==> src/rtl/ds3_idle_pkg.sv <==
package ds3_idle_pkg;
  localparam int unsigned SUBFRAMES   = 7;
  localparam int unsigned BLOCKS      = 8;
  localparam int unsigned PAY_BITS    = 84;
  localparam int unsigned GRP_BITS    = 4;
  localparam int unsigned MAX_ERR_GRP = 5;
  localparam int unsigned C_SUBFRAME  = 2;
  localparam int unsigned X1_SUBFRAME = 0;
  localparam int unsigned X2_SUBFRAME = 1;

  typedef struct packed {
    logic frm_start;
    logic frm_end;
    logic payload;
    logic x1;
    logic x2;
    logic c_chk;
  } pos_dec_t;
endpackage

==> src/rtl/ds3_idle_pos.sv <==
module ds3_idle_pos
  import ds3_idle_pkg::*;
#(
  parameter int unsigned SUBFRAMES_P = SUBFRAMES,
  parameter int unsigned BLOCKS_P    = BLOCKS,
  parameter int unsigned PAY_BITS_P  = PAY_BITS,
  parameter int unsigned C_SF_P      = C_SUBFRAME,
  parameter int unsigned X1_SF_P     = X1_SUBFRAME,
  parameter int unsigned X2_SF_P     = X2_SUBFRAME,
  localparam int unsigned SF_W  = $clog2(SUBFRAMES_P),
  localparam int unsigned BLK_W = $clog2(BLOCKS_P),
  localparam int unsigned BIT_W = $clog2(PAY_BITS_P + 1)
) (
  input  logic [SF_W-1:0]  sf_i,
  input  logic [BLK_W-1:0] blk_i,
  input  logic [BIT_W-1:0] bit_i,
  output pos_dec_t         dec_o
);
  localparam logic [SF_W-1:0]  SF_LAST  = SF_W'(SUBFRAMES_P - 1);
  localparam logic [BLK_W-1:0] BLK_LAST = BLK_W'(BLOCKS_P - 1);
  localparam logic [BIT_W-1:0] BIT_LAST = BIT_W'(PAY_BITS_P);
  localparam logic [SF_W-1:0]  SF_C     = SF_W'(C_SF_P);
  localparam logic [SF_W-1:0]  SF_X1    = SF_W'(X1_SF_P);
  localparam logic [SF_W-1:0]  SF_X2    = SF_W'(X2_SF_P);

  logic oh, blk0, c_blk;

  assign oh    = (bit_i == '0);
  assign blk0  = (blk_i == '0);
  // C-bits sit on the overhead of even, non-zero blocks
  assign c_blk = !blk_i[0] && !blk0;

  always_comb begin
    dec_o           = '0;
    dec_o.frm_start = oh && blk0 && (sf_i == '0);
    dec_o.frm_end   = (sf_i == SF_LAST) && (blk_i == BLK_LAST) && (bit_i == BIT_LAST);
    dec_o.payload   = !oh;
    dec_o.x1        = oh && blk0 && (sf_i == SF_X1);
    dec_o.x2        = oh && blk0 && (sf_i == SF_X2);
    dec_o.c_chk     = oh && c_blk && (sf_i == SF_C);
  end
endmodule

==> src/rtl/ds3_idle_pattern.sv <==
module ds3_idle_pattern #(
  parameter int unsigned PAY_BITS_P    = 84,
  parameter int unsigned GRP_BITS_P    = 4,
  parameter int unsigned MAX_ERR_GRP_P = 5,
  localparam int unsigned BIT_W = $clog2(PAY_BITS_P + 1),
  localparam int unsigned PH_W  = $clog2(GRP_BITS_P),
  localparam int unsigned ERR_W = $clog2(MAX_ERR_GRP_P + 2)
) (
  input  logic             clk_i,
  input  logic             rst_ni,
  input  logic             clr_i,
  input  logic             pay_stb_i,
  input  logic             data_i,
  input  logic [BIT_W-1:0] bit_i,
  output logic             pat_ok_o
);
  localparam logic [ERR_W-1:0] ERR_SAT = ERR_W'(MAX_ERR_GRP_P + 1);
  localparam logic [ERR_W-1:0] ERR_MAX = ERR_W'(MAX_ERR_GRP_P);
  localparam logic [PH_W-1:0]  PH_HALF = PH_W'(GRP_BITS_P / 2);
  localparam logic [PH_W-1:0]  PH_LAST = PH_W'(GRP_BITS_P - 1);

  logic [BIT_W-1:0] pay_off;
  logic [PH_W-1:0]  phase;
  logic             exp_bit, miss, grp_bad, grp_done;
  logic             grp_err_q;
  logic [ERR_W-1:0] err_q, err_nxt;

  assign pay_off  = bit_i - BIT_W'(1);
  assign phase    = pay_off[PH_W-1:0];
  assign exp_bit  = (phase < PH_HALF);
  assign miss     = data_i ^ exp_bit;
  assign grp_bad  = grp_err_q | miss;
  assign grp_done = pay_stb_i && (phase == PH_LAST);

  // saturate one past the limit, that is all the verdict needs
  always_comb begin
    err_nxt = err_q;
    if (grp_done && grp_bad && (err_q != ERR_SAT)) err_nxt = err_q + ERR_W'(1);
  end

  always_ff @(posedge clk_i or negedge rst_ni) begin
    if (!rst_ni) begin
      err_q     <= '0;
      grp_err_q <= 1'b0;
    end else if (clr_i) begin
      err_q     <= '0;
      grp_err_q <= 1'b0;
    end else if (pay_stb_i) begin
      err_q     <= err_nxt;
      grp_err_q <= (phase == PH_LAST) ? 1'b0 : grp_bad;
    end
  end

  // includes the group closing on this very bit
  assign pat_ok_o = (err_nxt <= ERR_MAX);
endmodule

==> src/rtl/ds3_idle_oh.sv <==
module ds3_idle_oh
  import ds3_idle_pkg::*;
(
  input  logic     clk_i,
  input  logic     rst_ni,
  input  logic     stb_i,
  input  logic     data_i,
  input  pos_dec_t dec_i,
  output logic     c_ok_o,
  output logic     x1_o,
  output logic     x2_o
);
  logic c_ok_q, x1_q, x2_q;

  always_ff @(posedge clk_i or negedge rst_ni) begin
    if (!rst_ni) begin
      c_ok_q <= 1'b0;
      x1_q   <= 1'b0;
      x2_q   <= 1'b0;
    end else if (stb_i) begin
      if (dec_i.frm_start)  c_ok_q <= 1'b1;
      else if (dec_i.c_chk) c_ok_q <= c_ok_q & ~data_i;
      if (dec_i.x1) x1_q <= data_i;
      if (dec_i.x2) x2_q <= data_i;
    end
  end

  assign c_ok_o = c_ok_q;
  assign x1_o   = x1_q;
  assign x2_o   = x2_q;
endmodule

==> src/rtl/ds3_idle_det.sv <==
module ds3_idle_det
  import ds3_idle_pkg::*;
#(
  parameter int unsigned SUBFRAMES_P   = SUBFRAMES,
  parameter int unsigned BLOCKS_P      = BLOCKS,
  parameter int unsigned PAY_BITS_P    = PAY_BITS,
  parameter int unsigned GRP_BITS_P    = GRP_BITS,
  parameter int unsigned MAX_ERR_GRP_P = MAX_ERR_GRP,
  localparam int unsigned SF_W  = $clog2(SUBFRAMES_P),
  localparam int unsigned BLK_W = $clog2(BLOCKS_P),
  localparam int unsigned BIT_W = $clog2(PAY_BITS_P + 1)
) (
  input  logic             clk_i,
  input  logic             rst_ni,
  input  logic             bit_en_i,
  input  logic             data_i,
  input  logic             pos_ok_i,
  input  logic [SF_W-1:0]  sf_i,
  input  logic [BLK_W-1:0] blk_i,
  input  logic [BIT_W-1:0] bit_i,
  output logic             idle_o,
  output logic             x1_o,
  output logic             x2_o,
  output logic             idle_full_o
);
  pos_dec_t dec;
  logic     stb, pat_ok, c_ok, full_q, idle_q;

  assign stb = bit_en_i && pos_ok_i;

  ds3_idle_pos #(
    .SUBFRAMES_P (SUBFRAMES_P),
    .BLOCKS_P    (BLOCKS_P),
    .PAY_BITS_P  (PAY_BITS_P),
    .C_SF_P      (C_SUBFRAME),
    .X1_SF_P     (X1_SUBFRAME),
    .X2_SF_P     (X2_SUBFRAME)
  ) u_pos (
    .sf_i  (sf_i),
    .blk_i (blk_i),
    .bit_i (bit_i),
    .dec_o (dec)
  );

  ds3_idle_pattern #(
    .PAY_BITS_P    (PAY_BITS_P),
    .GRP_BITS_P    (GRP_BITS_P),
    .MAX_ERR_GRP_P (MAX_ERR_GRP_P)
  ) u_pat (
    .clk_i     (clk_i),
    .rst_ni    (rst_ni),
    .clr_i     (stb && dec.frm_start),
    .pay_stb_i (stb && dec.payload),
    .data_i    (data_i),
    .bit_i     (bit_i),
    .pat_ok_o  (pat_ok)
  );

  ds3_idle_oh u_oh (
    .clk_i  (clk_i),
    .rst_ni (rst_ni),
    .stb_i  (stb),
    .data_i (data_i),
    .dec_i  (dec),
    .c_ok_o (c_ok),
    .x1_o   (x1_o),
    .x2_o   (x2_o)
  );

  // full_q: frame was accepted from its first bit without loss of position
  always_ff @(posedge clk_i or negedge rst_ni) begin
    if (!rst_ni) begin
      full_q <= 1'b0;
      idle_q <= 1'b0;
    end else if (!pos_ok_i) begin
      full_q <= 1'b0;
      idle_q <= 1'b0;
    end else if (bit_en_i) begin
      if (dec.frm_start) full_q <= 1'b1;
      if (dec.frm_end)   idle_q <= full_q && pat_ok && c_ok;
    end
  end

  assign idle_o      = idle_q;
  assign idle_full_o = idle_q && x1_o && x2_o;
endmodule

==> config.mk <==
export PLATFORM = sky130hd
export DESIGN_NAME = ds3_idle_det
export DESIGN_NICKNAME = d
export VERILOG_FILES = /design/src/rtl/ds3_idle_pkg.sv /design/src/rtl/ds3_idle_pos.sv /design/src/rtl/ds3_idle_pattern.sv /design/src/rtl/ds3_idle_oh.sv /design/src/rtl/ds3_idle_det.sv
export SDC_FILE = /design/constraint.sdc
export NUM_CORES = 1
export LEC_CHECK = 0
export ABC_CLOCK_PERIOD_IN_PS = 2900
export BUFFER_PORTS_ARGS = -buffer_cell sky130_fd_sc_hd__buf_2
export CELL_PAD_IN_SITES_DETAIL_PLACEMENT = 1
export CELL_PAD_IN_SITES_GLOBAL_PLACEMENT = 1
export CORE_UTILIZATION = 36
export DETAILED_ROUTE_END_ITERATION = 7
export PLACE_DENSITY = 0.87
export SLEW_MARGIN = 30
export SYNTH_ARGS = -nofsm -noshare
export SYNTH_HDL_FRONTEND = slang
export SYNTH_SLANG_ARGS = --single-unit
==> constraint.sdc <==
create_clock -name clk_i -period 2.9 [get_ports clk_i]
set_clock_uncertainty 0.1 [all_clocks]
set_input_delay 0.725 -clock clk_i [delete_from_list [all_inputs] [get_ports clk_i]]
set_output_delay 0.725 -clock clk_i [all_outputs]
set_load 0.1 [all_outputs]
==> flow_summary.json, run 1 <==
{
  "grt_use_total_pct": 19.0,
  "hp-class": "in -> async",
  "ys_seq_elements": 9,
  "crit_slowest_cell": "mux2_2",
  "rows": 14,
  "critPathRequiredTime_ns": 2.95,
  "layout-drive-gt1-share_pct": 35.6,
  "end_kind": "register",
  "core-area_um2": 1510,
  "p_int_mw": 0.247,
  "place_hpwl_um": 1180,
  "cts_sinks": 9,
  "start_util_pct": 38.8,
  "p_leak_nw": 0.370,
  "worstPathArrival_ns": 2.20,
  "antennaDiodeCount": 0,
  "setup_slack_ns": 0.748,
  "yosysTopAreaCellShare_pct": 38.5,
  "die_width_um": 42.3,
  "synthCells": 62,
  "cts_buffers": 3,
  "preCtsSetupSlack_ns": 0.487,
  "io_pins": 22,
  "rr_worst_depth": 5,
  "num-nets-final": 109,
  "die_h_um": 42.3,
  "hold_viol_final": 0,
  "cts_buffer_depth": 2,
  "tns_ns": 0,
  "ir_drop_uv": 239,
  "post_drt_wl_per_cell_um": 13.8,
  "worstSetupPathType": "in -> reg",
  "period_share_pct": 74.2,
  "antenna_found_initial": 0,
  "switching_share_pct": 32.3,
  "crit_path_start_kind": "primary input",
  "syn-num-nets": 83,
  "synth-seq-area-share_pct": 38.5,
  "wl_um": 1420,
  "syn_area_per_cell_um2": 9.42,
  "path_cells": "buf_2, inv_1, ha_1, xor2_1, o211a_1, nand2_1, mux2_2, a31o_1",
  "die_area_um2": 1790,
  "synth_compound_area_share_pct": 11.3,
  "htreeDepth": 1,
  "portBuffers": 21,
  "synth.area.top_cells": "dfrtp_1, ha_1, nand3_1",
  "ys_types": 28,
  "finalCriticalPeriod_ns": 2.15,
  "cts_hold_buf": 0,
  "synthMuxAreaShare_pct": 6.42,
  "synthSimpleGateAreaFrac_pct": 32.3,
  "fmax_mhz": 465,
  "vias": 565,
  "seqPwrFrac_pct": 46.2,
  "worstMarginPinSlew_ns": 0.486,
  "slew_violations": 0,
  "clkLatencyLatePin_ns": 0.26,
  "synth-edff-count": 0,
  "drt_iter0_drc": 5,
  "synth_top_family_by_area": "simple AND/OR/NAND/NOR gates",
  "design_area_um2": 736,
  "status": "complete, no violations",
  "postCtsSetupBuffers": 0,
  "power.density_nw_per_um2": 497,
  "whs_ns": 0.197,
  "ant_nets": 0,
  "fill_cells": 188,
  "yosys-top-cells-count": "dfrtp_1, nand2_1, nand3_1",
  "setup_violations": 0,
  "cts_tree": "done",
  "grt_max_degree": 10,
  "yosys.area_share.adder_pct": 6.42,
  "grt_overflow_total": 0,
  "worstSetupEndpoint": "idle_o",
  "synth_area_leader_cell": "dfrtp_1",
  "gp_congestion": 0.735,
  "root_buffer": "clkbuf_4",
  "place_area_um2": 709,
  "reg2reg_from": "u_pat.err_q[0]",
  "cts.clk_slew.worst_paths_ns": 0.06,
  "clkPwrFrac_pct": 27.0,
  "max_stage_delay_ns": 0.36,
  "relSlewSlack_pct": 67.8,
  "grt_pass1_vias": 550,
  "cp-startpoint": "bit_i[0]",
  "dr.pass1.iters": 4,
  "grt_pass1_wl_um": 2480,
  "switchingPower_mw": 0.118,
  "synth_ff_type": "dfrtp_1",
  "ys_async_sr_fraction_pct": 100,
  "combPwrFrac_pct": 26.9,
  "rsz0062_at_grt": "no",
  "syn_to_final_growth_pct": 25.9,
  "rrSetupSlack_ns": 1.02,
  "synth-xor-area-share_pct": 3.00,
  "synth_area_um2": 584,
  "cap_violations": 0,
  "synth_most_common_cell": "dfrtp_1",
  "via_per_inst": 5.49,
  "r2r-end": "idle_o",
  "path_max_fanout": 4,
  "post_cts_resized": 0,
  "ys_warn_count": 0,
  "drcViolationCount": 0
}
-- worst max-delay path, delay by kind of cell --
kind / cells / cell delay, ns
AO/OA/AOI/OAI: 2 / 0.40
XOR/XNOR: 1 / 0.18
adder cells (fa/ha/maj): 1 / 0.29
buffers and inverters: 2 / 0.10
multiplexers: 1 / 0.36
AND/OR/NAND/NOR: 1 / 0.14
-- area by class of cell --
| class | count | area, um2 | area share, % |
|---|---|---|---|
| well taps | 16 | 20.0 | 2.72 |
| multi-input cells | 50 | 348 | 47.3 |
| inverters | 3 | 11.3 | 1.53 |
| flip-flops and latches | 9 | 225 | 30.6 |
| clock buffers | 4 | 26.3 | 3.57 |
| repair buffers | 21 | 105 | 14.3 |
-- stage by stage --
stage                     std cells  util [%]  power, mW
final                           103      48.8      0.365
after global routing            103      48.8      0.397
after CTS                       103      48.8      0.374
after detailed placement         99      47.1      0.271
after global placement           99      47.1      0.263
after floorplan                  62         -      0.229
-- layer usage --
layer  vias to the layer above  GRT usage, %  share of wire [%]
met3                         4          1.29                3.4
met2                        15          31.7                 50
met4                         0          13.1                2.7
li1                        281             -                  -
met5                         -             0                  0
met1                       265          23.2                 43
-- worst min path at each step --
| stage | startpoint | end | slack [ns] | cells after the start |
|---|---|---|---|---|
| floorplan | rst_ni | full_q | 0.33 | 0 |
| global placement | full_q | full_q | 0.37 | 2 |
| detailed placement | full_q | full_q | 0.38 | 2 |
| CTS | rst_ni | u_pat.grp_err_q | 0.19 | 1 |
| global route | rst_ni | u_pat.err_q[1] | 0.20 | 1 |
| finish | rst_ni | u_pat.grp_err_q | 0.20 | 1 |
-- cell families after synthesis --
group,Yosys count
fa+ha+maj,3
flops,9
mux,3
buf+inv,3
simple gates,32
xor+xnor,2
compound gates,10
-- power by group through the flow --
stage | Sequential [mW] | Clock, mW | Combinational (mW)
floorplan | 0.165 | 0 | 0.0641
global placement | 0.168 | 0 | 0.0952
detailed placement | 0.171 | 0 | 0.100
CTS | 0.169 | 0.105 | 0.100
global route | 0.173 | 0.109 | 0.116
finish | 0.169 | 0.0985 | 0.0982
-- cells in the final DEF, fill, tap and decap left out, drive strengths merged, types with 2 or more instances in the layout --
master	n
ha	3
and3	2
nand4	2
nor3b	2
nor3	2
clkbuf	4
o21ai	5
nor2	4
dfrtp	9
nand2	6
nand3	6
buf	21
inv	3
or3	2
mux2	3
-- state kept, by name (all words and copies together), names as in the netlist --
register,flops
u_oh.x2_o,1
u_pat.err_q,3
u_oh.x1_o,1
idle_o,1
u_oh.c_ok_o,1
u_pat.grp_err_q,1
full_q,1
No activity file was read; power rests on OpenSTA's default activity.
==> inputs of run 2 (changes only) <==
--- a/config.mk
+++ b/config.mk
@@ -5,13 +5,13 @@
 export SDC_FILE = /design/constraint.sdc
 export NUM_CORES = 1
 export LEC_CHECK = 0
-export ABC_CLOCK_PERIOD_IN_PS = 2900
+export ABC_CLOCK_PERIOD_IN_PS = 1760
 export BUFFER_PORTS_ARGS = -buffer_cell sky130_fd_sc_hd__buf_2
 export CELL_PAD_IN_SITES_DETAIL_PLACEMENT = 1
 export CELL_PAD_IN_SITES_GLOBAL_PLACEMENT = 1
-export CORE_UTILIZATION = 36
+export CORE_UTILIZATION = 30
 export DETAILED_ROUTE_END_ITERATION = 7
-export PLACE_DENSITY = 0.87
+export PLACE_DENSITY = 0.78
 export SLEW_MARGIN = 30
 export SYNTH_ARGS = -nofsm -noshare
 export SYNTH_HDL_FRONTEND = slang
==> constraint.sdc (replaced) <==
create_clock -name clk_i -period 1.76 [get_ports clk_i]
set_clock_uncertainty 0.1 [all_clocks]
set_input_delay 0.44 -clock clk_i [delete_from_list [all_inputs] [get_ports clk_i]]
set_output_delay 0.44 -clock clk_i [all_outputs]
set_load 0.1 [all_outputs]
==> flow_summary.json, run 2 (synthesis results as in run 1) <==
{
  "cap_violations": 0,
  "slew_violations": 0,
  "rows": 15,
  "holdPathStages": 2,
  "cts.clk_slew.worst_paths_ns": 0.07,
  "status": "complete, but fails checks",
  "ant_nets": 0,
  "gp_congestion": 0.827,
  "place_area_um2": 883,
  "grt_pass1_vias": 707,
  "worstPathArrival_ns": 1.86,
  "drcViolationCount": 0,
  "worstHoldStart": "sf_i[1]",
  "start_util_pct": 32.8,
  "clkLatencyLatePin_ns": 0.27,
  "drt_iter0_drc": 6,
  "setup_slack_ns": -0.0424,
  "dr.pass1.iters": 4,
  "crit_path_start_kind": "primary input",
  "p_int_mw": 0.559,
  "largest_register_ffs": 3,
  "hold_path_end": "u_oh.c_ok_o",
  "path_max_fanout": 2,
  "regMostFlops": "u_pat.err_q",
  "post_drt_wl_per_cell_um": 15.4,
  "wl_um": 2010,
  "whs_ns": 0.266,
  "die_h_um": 46.1,
  "cts_sinks": 9,
  "layout-drive-gt1-share_pct": 60.4,
  "seqPwrFrac_pct": 34.8,
  "end_kind": "register",
  "io_pins": 22,
  "cts_buffers": 3,
  "via_per_inst": 5.11,
  "reg2reg_from": "u_pat.err_q[1]",
  "switchingPower_mw": 0.283,
  "hp-class": "in -> reg",
  "cpLargestDelayFamily": "compound AO/OA/AOI/OAI gates",
  "max_stage_delay_ns": 0.29,
  "portBuffers": 21,
  "cp-startpoint": "bit_i[0]",
  "p_leak_nw": 0.485,
  "crit_slowest_cell": "mux2_4",
  "combPwrFrac_pct": 45.2,
  "place_hpwl_um": 1480,
  "power.density_nw_per_um2": 823,
  "root_buffer": "clkbuf_4",
  "failed_checks": "setup timing",
  "cts_buffer_depth": 2,
  "antenna_found_initial": 0,
  "rrSetupSlack_ns": 0,
  "worstSetupPathType": "in -> reg",
  "rr_worst_depth": 4,
  "vias": 670,
  "grt_max_degree": 10,
  "grt_use_total_pct": 22.2,
  "layout_common_cells": "buf_2, buf_4",
  "path_cells": "buf_8, inv_8, ha_4, xor2_2, o211a_1, buf_6, nand2_4, mux2_4, a31o_1",
  "finalCriticalPeriod_ns": 1.80,
  "syn_to_final_growth_pct": 74.9,
  "finalPower_mw": 0.842,
  "grt_overflow_total": 0,
  "critPathRequiredTime_ns": 1.82,
  "grt_pass1_wl_um": 3150,
  "r2r-end": "idle_o",
  "worstMarginPinSlew_ns": 0.486,
  "rsz0062_at_grt": "yes",
  "num-nets-final": 128,
  "antennaDiodeCount": 0,
  "switching_share_pct": 33.6,
  "htreeDepth": 1,
  "period_share_pct": 102,
  "relSlewSlack_pct": 67.8,
  "core-area_um2": 1780,
  "setup_violations": 1,
  "ir_drop_uv": 756,
  "cts_tree": "done",
  "hold_viol_final": 0,
  "design_area_um2": 1020,
  "fmax_mhz": 555,
  "final_common_cell": "buf_2",
  "die_area_um2": 2130,
  "clkPwrFrac_pct": 19.9,
  "critPathBufInv": 3,
  "die_width_um": 46.1
}
## run 2: worst reg2reg max path: cells and delay by family, from the launching register on
kind | cells | cell delay, ns
mux | 1 | 0.27
fa+ha+maj | 1 | 0.25
compound gates | 1 | 0.20
simple gates | 1 | 0.38
flops | 1 | 0.45
## run 2: layout make-up
class / count / area (um2)
fillers: 221 / 761
multi-input cells: 50 / 423
repair buffers: 40 / 285
flip-flops and latches: 9 / 230
well taps: 25 / 31.3
clock buffers: 4 / 26.3
inverters: 3 / 26.3
## run 2: worst max path at each step
stage / endpoint / slack [ns] / cells past startpoint
2_1_floorplan: idle_o / -0.12 / 7
3_3_place_gp: idle_o / -0.29 / 8
3_5_place_dp: idle_o / -0.35 / 8
4_1_cts: idle_o / 0.009 / 8
5_1_grt: idle_o / -0.07 / 9
6_report: idle_o / -0.04 / 9
## run 2: power groups by stage
stage          logic [mW]  registers, mW  clock network, mW
2_1_floorplan       0.120          0.272                  0
3_3_place_gp        0.222          0.274                  0
3_5_place_dp        0.245          0.281                  0
4_1_cts             0.365          0.293              0.171
5_1_grt             0.412          0.297              0.183
6_report            0.380          0.293              0.168
## run 2: repair_timing
action | in CTS | in global routing
endpoints found under the hold margin | 9 | 0
resized for setup | 9 | 6
pin swaps | 3 | 4
buffers inserted | 4 | 1
endpoints found under the setup margin | 1 | 1
hold buffers | 1 | 0
## run 2: metrics by stage
step / utilization [%] / setup slack (ns) / setup TNS [ns] / std cells
2_1_floorplan: - / -0.115 / -0.175 / 62
3_3_place_gp: 49.5 / -0.287 / -0.738 / 121
3_5_place_dp: 49.5 / -0.349 / -1.08 / 121
4_1_cts: 55.6 / 0.00894 / 0 / 130
5_1_grt: 57.3 / -0.0706 / -0.0706 / 131
6_report: 57.3 / -0.0424 / -0.0424 / 131
## run 2: per-layer routing
| layer | global-route usage [%] | routed length, um | vias to the layer above | share of wire [%] |
|---|---|---|---|---|
| met3 | 2.35 | 58 | 8 | 2.9 |
| met4 | 15.3 | 84 | 0 | 4.2 |
| met1 | 26.2 | 820 | 328 | 41 |
| met5 | 0 | 0 | - | 0 |
| met2 | 37.5 | 1050 | 19 | 52 |
| li1 | - | - | 315 | - |
==> inputs of run 3 (changes only) <==
--- a/config.mk
+++ b/config.mk
@@ -5,13 +5,14 @@
 export SDC_FILE = /design/constraint.sdc
 export NUM_CORES = 1
 export LEC_CHECK = 0
-export ABC_CLOCK_PERIOD_IN_PS = 1760
+export ABC_CLOCK_PERIOD_IN_PS = 1700
 export BUFFER_PORTS_ARGS = -buffer_cell sky130_fd_sc_hd__buf_2
+export CAP_MARGIN = 0
 export CELL_PAD_IN_SITES_DETAIL_PLACEMENT = 1
 export CELL_PAD_IN_SITES_GLOBAL_PLACEMENT = 1
-export CORE_UTILIZATION = 30
+export CORE_UTILIZATION = 34
 export DETAILED_ROUTE_END_ITERATION = 7
-export PLACE_DENSITY = 0.78
+export PLACE_DENSITY = 0.83
 export SLEW_MARGIN = 30
 export SYNTH_ARGS = -nofsm -noshare
 export SYNTH_HDL_FRONTEND = slang
==> constraint.sdc (replaced) <==
create_clock -name clk_i -period 1.7 [get_ports clk_i]
set_clock_uncertainty 0.1 [all_clocks]
set_input_delay 0.425 -clock clk_i [delete_from_list [all_inputs] [get_ports clk_i]]
set_output_delay 0.425 -clock clk_i [all_outputs]
set_load 0.1 [all_outputs]
==> flow_summary.json, run 3 (synthesis results as in run 1) <==
{
  "place_area_um2": 900,
  "cts_buffers": 3,
  "cts_buffer_depth": 2,
  "power.density_nw_per_um2": 859,
  "drt_iter0_drc": 16,
  "start_util_pct": 37.5,
  "place_hpwl_um": 1670,
  "gp_congestion": 0.819,
  "grt_use_total_pct": 34.2,
  "core-area_um2": 1560,
  "period_share_pct": 105,
  "grt_max_degree": 10,
  "grt_pass1_vias": 840,
  "clkPwrFrac_pct": 19.7,
  "wl_um": 2780,
  "setup_slack_ns": -0.0917,
  "dr.pass1.iters": 6,
  "syn_to_final_growth_pct": 89.1,
  "root_buffer": "clkbuf_4",
  "finalPower_mw": 0.949,
  "fmax_mhz": 558,
  "hp-class": "in -> reg",
  "tns_ns": -0.0917,
  "design_area_um2": 1100,
  "combPwrFrac_pct": 48.2,
  "htreeDepth": 1,
  "layout_common_cells": "buf_4, buf_2, dfrtp_1",
  "setup_violations": 1,
  "vias": 766,
  "num-nets-final": 136,
  "via_per_inst": 5.89,
  "seqPwrFrac_pct": 32.1,
  "rows": 14,
  "ant_nets": 0,
  "critPathRequiredTime_ns": 1.79,
  "slew_violations": 0,
  "worstSetupPathType": "in -> reg",
  "die_h_um": 43.5,
  "status": "complete, but fails checks",
  "die_width_um": 43.5,
  "failed_checks": "DRC, setup timing",
  "rsz0062_at_grt": "yes",
  "portBuffers": 21,
  "clkLatencyLatePin_ns": 0.29,
  "relSlewSlack_pct": 67.5,
  "cap_violations": 0,
  "final_common_cell": "buf_4",
  "p_leak_nw": 0.543,
  "antennaDiodeCount": 0,
  "worstMarginPinSlew_ns": 0.490,
  "grt_overflow_total": 0,
  "ir_drop_uv": 782,
  "post_drt_wl_per_cell_um": 21.4,
  "switching_share_pct": 35.2,
  "grt_pass1_wl_um": 4330,
  "cts_tree": "done",
  "whs_ns": 0.329,
  "cts_sinks": 9,
  "io_pins": 22,
  "hold_viol_final": 0,
  "switchingPower_mw": 0.334,
  "die_area_um2": 1890,
  "layout-drive-gt1-share_pct": 69.3,
  "largest_register_ffs": 3,
  "crit_path_start_kind": "primary input",
  "post-route-util_pct": 70.9,
  "finalCriticalPeriod_ns": 1.79,
  "worstPathArrival_ns": 1.88,
  "drcViolationCount": 4,
  "p_int_mw": 0.615,
  "cts.clk_slew.worst_paths_ns": 0.07,
  "path_max_fanout": 2,
  "regMostFlops": "u_pat.err_q",
  "end_kind": "register",
  "antenna_found_initial": 0
}
run 3: routing by layer:
| layer | track usage [%] | vias up | part of all wire (%) |
|---|---|---|---|
| met5 | 0 | - | 0 |
| met4 | 20.0 | 0 | 4.2 |
| met3 | 10.8 | 11 | 4.4 |
| met2 | 58.5 | 35 | 52 |
| met1 | 37.0 | 386 | 40 |
| li1 | - | 334 | - |
run 3: path summary, 6_finish.rpt:
path / start / endpoint / slack (ns) / cells past startpoint
worst max-delay path: bit_i[1] / idle_o / -0.09 / 9
worst min-delay path: sf_i[1] / u_oh.c_ok_o / 0.33 / 3
worst max register to register: u_pat.err_q[0] / idle_o / -0.06 / 8
worst min register to register: u_oh.x1_o / u_oh.x1_o / 0.44 / 1
max in group asynchronous: rst_ni / u_oh.x2_o / 0.85 / 2
min in group asynchronous: rst_ni / idle_o / 0.44 / 2
run 3: cell type report:
cell class,instances,area (um2)
tap,16,20.0
clock inverter,1,5.00
inverter,3,31.3
clock buffer,3,22.5
sequential,9,229
multi-input combinational,50,452
timing repair buffer,48,345
fill,169,454
run 3: metrics by stage:
stage                     setup WS [ns]  cells
final                           -0.0917    130
after global routing             -0.136    130
after CTS                       -0.0703    128
after detailed placement         -0.450    115
after global placement           -0.346    115
after floorplan                  -0.160     62
run 3: worst max-delay path, cell delays in order:
cell and delay [ns]:
buf_8 0.09, inv_12 0.03, ha_4 0.23, xor2_2 0.15, o211a_1 0.27, buf_4 0.15
nand2_4 0.06, mux2_4 0.29, a31o_1 0.17
run 3: power by group through the flow:
stage	Sequential [mW]	Combinational [mW]	Clock (mW)
6_report	0.305	0.458	0.187
5_1_grt	0.308	0.496	0.196
4_1_cts	0.294	0.410	0.175
3_5_place_dp	0.291	0.295	0
3_3_place_gp	0.285	0.280	0
2_1_floorplan	0.281	0.124	0
run 3: repair_timing:
action / 4_1_cts / 5_1_grt
hold buffers: 1 / 0
hold endpoints to repair: 9 / 0
cloned: 0 / 0
buffers inserted: 8 / 2
pin swaps: 5 / 3
gates resized for setup: 11 / 10
setup endpoints to repair: 1 / 3
